`src/rtl/lane_align_tx.sv`:
```
module lane_align_tx #(
  parameter int          OCT_PER_FRAME = 2,
  parameter int          FRAMES_PER_MF = 8,
  parameter logic [7:0]  DEV_ID        = 8'hA5,
  parameter int          LANE_ID       = 3,
  parameter int          LANE_CNT      = 4,
  parameter int          RES_BITS      = 14,
  parameter int          SAMPLE_BITS   = 16,
  parameter bit          SCR_EN        = 1'b1,
  parameter bit          HI_DENS       = 1'b0,
  parameter int          VERSION       = 1,
  parameter int          SUBCLASS      = 1
) (
  input  logic       clk,
  input  logic       rst_n,
  input  logic       sync_n,
  input  logic [7:0] din,
  output logic [7:0] tx_octet,
  output logic       tx_is_k
);
  localparam int MFL = OCT_PER_FRAME * FRAMES_PER_MF;
  localparam int LCW = (MFL > 1) ? $clog2(MFL) : 1;
  localparam logic [LCW-1:0] LC_LAST = LCW'(MFL - 1);

  localparam logic [7:0] K_COMMA   = 8'hBC;
  localparam logic [7:0] K_MFSTART = 8'h1C;
  localparam logic [7:0] K_MFEND   = 8'h7C;
  localparam logic [7:0] K_CFG     = 8'h9C;

  localparam logic [7:0] CFG_DEV  = DEV_ID;
  localparam logic [7:0] CFG_LANE = {SCR_EN, 2'b00, 5'(LANE_ID)};
  localparam logic [7:0] CFG_F    = 8'(OCT_PER_FRAME - 1);
  localparam logic [7:0] CFG_K    = {3'b000, 5'(FRAMES_PER_MF - 1)};
  localparam logic [7:0] CFG_L    = {HI_DENS, 2'b00, 5'(LANE_CNT - 1)};
  localparam logic [7:0] CFG_N    = {3'(SUBCLASS), 5'(RES_BITS - 1)};
  localparam logic [7:0] CFG_NP   = {3'(VERSION), 5'(SAMPLE_BITS - 1)};

  typedef enum logic [1:0] {ST_COMMA, ST_ALIGN, ST_DATA} st_t;

  st_t            st;
  logic [LCW-1:0] lc;
  logic [1:0]     mf;
  logic           at_last;
  logic [7:0]     seq_cnt;

  assign at_last = (lc == LC_LAST);
  assign seq_cnt = 8'(mf) * 8'(MFL) + 8'(lc);

  always_ff @(posedge clk or negedge rst_n) begin
    if (!rst_n) begin
      lc <= '0;
      mf <= '0;
      st <= ST_COMMA;
    end else begin
      lc <= at_last ? '0 : lc + 1'b1;
      if (!sync_n) begin
        st <= ST_COMMA;
        mf <= '0;
      end else begin
        case (st)
          ST_COMMA: if (at_last) begin
            st <= ST_ALIGN;
            mf <= '0;
          end
          ST_ALIGN: if (at_last) begin
            mf <= mf + 2'd1;
            if (mf == 2'd3) st <= ST_DATA;
          end
          default: ;
        endcase
      end
    end
  end

  always_comb begin
    tx_is_k  = 1'b0;
    tx_octet = din;
    case (st)
      ST_COMMA: begin
        tx_is_k  = 1'b1;
        tx_octet = K_COMMA;
      end
      ST_ALIGN: begin
        tx_octet = seq_cnt;
        if (lc == '0) begin
          tx_is_k  = 1'b1;
          tx_octet = K_MFSTART;
        end else if (at_last) begin
          tx_is_k  = 1'b1;
          tx_octet = K_MFEND;
        end else if (mf == 2'd1) begin
          case (int'(lc))
            1: begin
              tx_is_k  = 1'b1;
              tx_octet = K_CFG;
            end
            2: tx_octet = CFG_DEV;
            3: tx_octet = CFG_LANE;
            4: tx_octet = CFG_F;
            5: tx_octet = CFG_K;
            6: tx_octet = CFG_L;
            7: tx_octet = CFG_N;
            8: tx_octet = CFG_NP;
            default: ;
          endcase
        end
      end
      default: ;
    endcase
  end
endmodule

```
`config.mk`:
```
export PLATFORM = sky130hd
export DESIGN_NAME = lane_align_tx
export DESIGN_NICKNAME = d
export VERILOG_FILES = /design/src/rtl/lane_align_tx.sv
export SDC_FILE = /design/constraint.sdc
export NUM_CORES = 1
export LEC_CHECK = 0
export BUFFER_PORTS_ARGS = -buffer_cell sky130_fd_sc_hd__buf_4
export CAP_MARGIN = 40
export CORE_MARGIN = 8
export CORE_UTILIZATION = 31
export DETAILED_ROUTE_END_ITERATION = 10
export PLACE_DENSITY = 0.53
export SKIP_CTS_REPAIR_TIMING = 1
export SLEW_MARGIN = 15
export SYNTH_ARGS = -nofsm -noshare
export SYNTH_HDL_FRONTEND = slang
export SYNTH_SLANG_ARGS = --single-unit
```
`constraint.sdc`:
```
create_clock -name clk -period 2.5 [get_ports clk]
set_input_delay 0.25 -clock clk [delete_from_list [all_inputs] [get_ports clk]]
set_output_delay 0.25 -clock clk [all_outputs]
set_load 0.05 [all_outputs]
```
# --- After elaboration in Yosys (flattened, before gate mapping) ---
# Index checks and enable logic that the tools add are counted.
word_totals:
  input_bits: 11
  register_bits: 8
op_classes:
  n_eq_ne: 16
  addsub: 3
  muxes: 20
  reduce_logical: 4
ops:
  columns: ["op", "n"]
  rows:
  - ["case mux 8 bit (8 select lines)", 1]
  - ["two-way mux 8 bit", 3]
  - ["equality test 4 x 3 -> 1 bit, second input constant", 4]
  - ["case mux 8 bit (2 select lines)", 1]
  - ["two-way mux 2 bit", 7]
  - ["!= test 3 bit, second input constant", 3]
  - ["equality test 4 x 2 -> 1 bit, second input constant", 2]
  - ["equality test 4 bit, second input constant", 2]
  - ["case mux 2 bit (2 select lines)", 2]
  - ["adder 6 x 4 -> 7 bit", 1]
  - ["adder 4 x 1 -> 4 bit, second input constant", 1]
  - ["equality test 2 x 1 -> 1 bit, second input constant", 2]
  - ["equality test 4 x 1 -> 1 bit, second input constant", 1]
  - ["logical NOT 4 bit", 1]
  - ["two-way mux 1 bit", 4]
  - ["two-way mux 4 bit", 1]
  - ["AND reduction 4 bit", 1]
  - ["!= test 3 x 1 -> 1 bit, second input constant", 1]
  - ["AND reduction 3 bit", 1]
  - ["adder 2 x 1 -> 2 bit, second input constant", 1]
  - ["equality test 2 bit, second input constant", 1]
  - ["logical NOT 2 bit", 1]
  - ["case mux 1 bit (2 select lines)", 1]

# --- Depth between registers and ports, before layout ---
logic_depth:
  ltp_word: 6
  depth_mapped: 7
  depth_no_buf: 7

# --- Least setup slack after synthesis ---
# No wires, ideal clock.
synth_timing:
  path_type: "reg-to-output"
  from: "register lc[0]"
  to: "output port tx_octet[0]"
  path_stages_with_launch: 7
  path_buffers: 2
  setup_slack_ns: 0.136
  required_ns: 2.250
  arrival_time_ns: 2.114
  path_cell_list: "dfrtp_1 > ha_1 > buf_6 > and3_1 > buf_6 > or3_1 > o21ai_1"
synth_via:
  elab_chain_len: 6
synth_lines:
  columns: ["item", "line_no", "rtl"]
  rows:
  - ["start: declaration", "41", "logic [LCW-1:0] lc;"]
  - ["start signal: assignment", "55", "lc <= at_last ? '0 : lc + 1'b1;"]
  - ["adder 6 x 4 -> 7 bit (tied with other cells)", "47", "assign seq_cnt = 8'(mf) * 8'(MFL) + 8'(lc);"]
  - ["case mux 8 bit (8 select lines)", "92", "case (int'(lc))"]
  - ["two-way mux 8 bit", "91", "end else if (mf == 2'd1) begin"]
  - ["two-way mux 8 bit", "88", "end else if (at_last) begin"]
  - ["two-way mux 8 bit *", "85", "if (lc == '0) begin"]
  - ["case mux 8 bit (2 select lines) *", "78", "case (st)"]
  - ["end: declaration", "18", "output logic [7:0] tx_octet,"]
# Mark *: on every way between the ends. The rest lies on a longest branch, timed or not.

# --- Worst setup path in the final report ---
# Same ends and word-level chain as after synthesis.

==> results.sh <==
export IMPL_chip_width_um=66.3
export IMPL_rsz0062_at_grt="no"
export IMPL_critPathRequiredTime_ns=2.25
export IMPL_cap_viol_max_count=0
export IMPL_outcome="complete, no violations"
export IMPL_total_iterations_of_the_first_detailed_routing_run=4
export IMPL_cts_root_to_sink_buffers=2
export IMPL_cts_tree="done"
export IMPL_cts_root_buf="sky130_fd_sc_hd__clkbuf_4"
export IMPL_report_final_hold_viol_count=0
export IMPL_grt_pass1_vias=722
export IMPL_num_rows=18
export IMPL_critical_path_end_type="output port"
export IMPL_layout_worst_path_cycle_share=0.949
export IMPL_synth_top_cells_by_count="sky130_fd_sc_hd__nor2_1, sky130_fd_sc_hd__dfrtp_1, sky130_fd_sc_hd__inv_1, sky130_fd_sc_hd__nand2_1, sky130_fd_sc_hd__o21ai_0"
export IMPL_detail_route_vias_per_cell=4.97
export IMPL_synth_top_cells_by_area="sky130_fd_sc_hd__dfrtp_1, sky130_fd_sc_hd__ha_1, sky130_fd_sc_hd__buf_6"
export IMPL_register_area_um2=200
export IMPL_grt_first_pass_wirelength_um=3110
export IMPL_mapped_area_um2=783
export IMPL_final_hold_worst_slack_ns=0.253
export IMPL_cts_sink_count=8
export IMPL_synthMostInstantiatedCell="sky130_fd_sc_hd__nor2_1"
export IMPL_power_ir_vdd_worst_mv=0.234
export IMPL_static_leakage_power_nw=0.434
export IMPL_post_drt_wl_per_cell_um=13.4
export IMPL_post_synth_top_area_fraction=0.256
export IMPL_core_area_mm2=0.00243
export IMPL_synth_distinct_cells=34
export IMPL_source_of_the_critical_timing_path="lc[0]$_DFF_PN0_"
export IMPL_setup_total_negative_slack_ns=0
export IMPL_fraction_of_layout_cells_with_a_size_suffix_above_1=0.264
export IMPL_drc=0
export IMPL_gp_routability_congestion=0.867
export IMPL_multi_input_area_um2=510
export IMPL_post_route_antenna_net_violation_count=0
export IMPL_crit_path_max_fanout=9
export IMPL_finClkSkew_ns=0.00597
export IMPL_pwr_density_cell_mw_per_mm2=296
export IMPL_finalMaxSlewViolations=0
export IMPL_worstHoldPathType="in2reg"
export IMPL_dp_hpwl_um=1460
export IMPL_post_route_min_period_ns=2.37
export IMPL_finalWorstSetupSlack_ns=0.127
export IMPL_io_pin_count=20
export IMPL_synthesis_instances=94
export IMPL_die_area_mm2=0.00439
export IMPL_cts_made_buffers=3
export IMPL_timing_slew_headroom=0.617
export IMPL_setup_violations=0
export IMPL_clk_pin_slew_ns=0.05
export IMPL_wirelength_um=1880
export IMPL_yosys_most_used_dff="sky130_fd_sc_hd__dfrtp_1"
export IMPL_synth_warnings=0
export IMPL_critPathKind="reg2out"
export IMPL_port_buffers=19
export IMPL_area_delta_synth_final_pct=21.7
export IMPL_nFillCells=245
export IMPL_syn_area_per_cell_um2=8.33
export IMPL_synth_seq_cells=8
export IMPL_synth_edf_count=0
export IMPL_cts_htree_levels=1
export IMPL_async_reset_ff_frac=1.00
export IMPL_layout_nets=129
export IMPL_height_of_the_chip_um=66.3
export IMPL_worst_pin_slew_ns=0.575
export IMPL_critical_path_startpoint_type="flop"
export IMPL_antenna_diode_count=0
export IMPL_postSynthNetCount=111
export IMPL_global_route_usage_total=0.0884
export IMPL_gr_total_overflow=0
export IMPL_synth_yosys_seq_area_share=0.256
export IMPL_drt_iter0_markers=24
export IMPL_timing_critical_path_arrival_ns=2.12
export IMPL_grt_antenna_before_repair=0
export IMPL_r2r_start="lc[0]$_DFF_PN0_"
export IMPL_worst_hold_startpoint="sync_n"
export IMPL_pin_count_of_the_biggest_net_entering_global_routing=20
export IMPL_cell_taking_the_most_area_after_synthesis="sky130_fd_sc_hd__dfrtp_1"
export IMPL_initial_core_util=0.322
export IMPL_clock_insertion_delay_worst_skew_ns=0.25
export IMPL_routed_via_count=696
export IMPL_dp_slack_ns=0.321
export IMPL_timing_fmax_mhz=421
worst max-delay path, cell delays in order, from the launching register on:
cell	delay (ns)
sky130_fd_sc_hd__dfrtp_1	0.44
sky130_fd_sc_hd__ha_1	0.37
sky130_fd_sc_hd__and3_1	0.34
sky130_fd_sc_hd__or3_1	0.37
sky130_fd_sc_hd__o21ai_1	0.14
sky130_fd_sc_hd__buf_4	0.21
placed cells by master, fill, tap and decap left out, types with 2 or more instances in the layout:
master and count:
sky130_fd_sc_hd__a221o_1 2, sky130_fd_sc_hd__a32oi_1 3, sky130_fd_sc_hd__dfrtp_1 8, sky130_fd_sc_hd__mux2i_1 3, sky130_fd_sc_hd__ha_1 5, sky130_fd_sc_hd__o21ai_0 8
sky130_fd_sc_hd__buf_4 19, sky130_fd_sc_hd__a21oi_1 3, sky130_fd_sc_hd__nor2_1 10, sky130_fd_sc_hd__nand3_1 3, sky130_fd_sc_hd__nand3b_1 2, sky130_fd_sc_hd__nand2_1 8
sky130_fd_sc_hd__nor2b_1 2, sky130_fd_sc_hd__inv_1 8, sky130_fd_sc_hd__clkbuf_4 3, sky130_fd_sc_hd__a21boi_0 2
metal layers:
metal  vias to the layer above  GRT usage  routed length, µm
met3                         4     0.0186                127
met5                         -          0                  0
met4                         0     0.0480                 23
li1                        362          -                  -
met1                       312     0.0998                901
met2                        18      0.151                826
layout make-up:
class,instances,share of cell area
Sequential cell,8,0.210
Timing Repair Buffer,20,0.160
Clock buffer,3,0.0236
Tap cell,30,0.0394
Inverter,8,0.0315
Multi-Input combinational cell,71,0.535
stage by stage:
stage / instances / power, mW / instance area (µm²) / utilization
after floorplan: 94 / 0.165 / 783 / -
after global placement: 136 / 0.189 / 906 / 0.372
after detailed placement: 136 / 0.190 / 906 / 0.372
after CTS: 139 / 0.287 / 928 / 0.382
after global routing: 140 / 0.297 / 953 / 0.392
final: 140 / 0.282 / 953 / 0.392
cells by family after synthesis:
logic type / after synthesis / synth area share
AOI/OAI and AO/OA: 28 / 0.251
adders and majority gates: 6 / 0.0958
xor gates and xnor gates: 1 / 0.0112
and+or+nand+nor: 33 / 0.236
DFF: 8 / 0.256
buffers and inverters: 15 / 0.112
muxes: 3 / 0.0383
state kept, by name (all words and copies together), names as in the netlist:
register,cells
lc,4
mf,2
st,2
worst paths after layout:
path,cells past startpoint,slack (ns),to
max,5,0.13,tx_octet[0]
min,2,0.25,st[0]$_DFFE_PN0P_
max reg2reg,5,0.82,st[0]$_DFFE_PN0P_
min reg2reg,1,0.56,lc[0]$_DFF_PN0_
max in group asynchronous,2,2.03,lc[1]$_DFF_PN0_
min in group asynchronous,2,0.34,st[0]$_DFFE_PN0P_
report_power, final:
part	internal [mW]	total [mW]	leakage [nW]	switching, mW
registers	0.131	0.132	0.107	0.00184
logic	0.0232	0.0558	0.314	0.0326
clock network	0.0546	0.0940	0.0138	0.0394
Note: power is estimated with default switching activity, not from simulation.
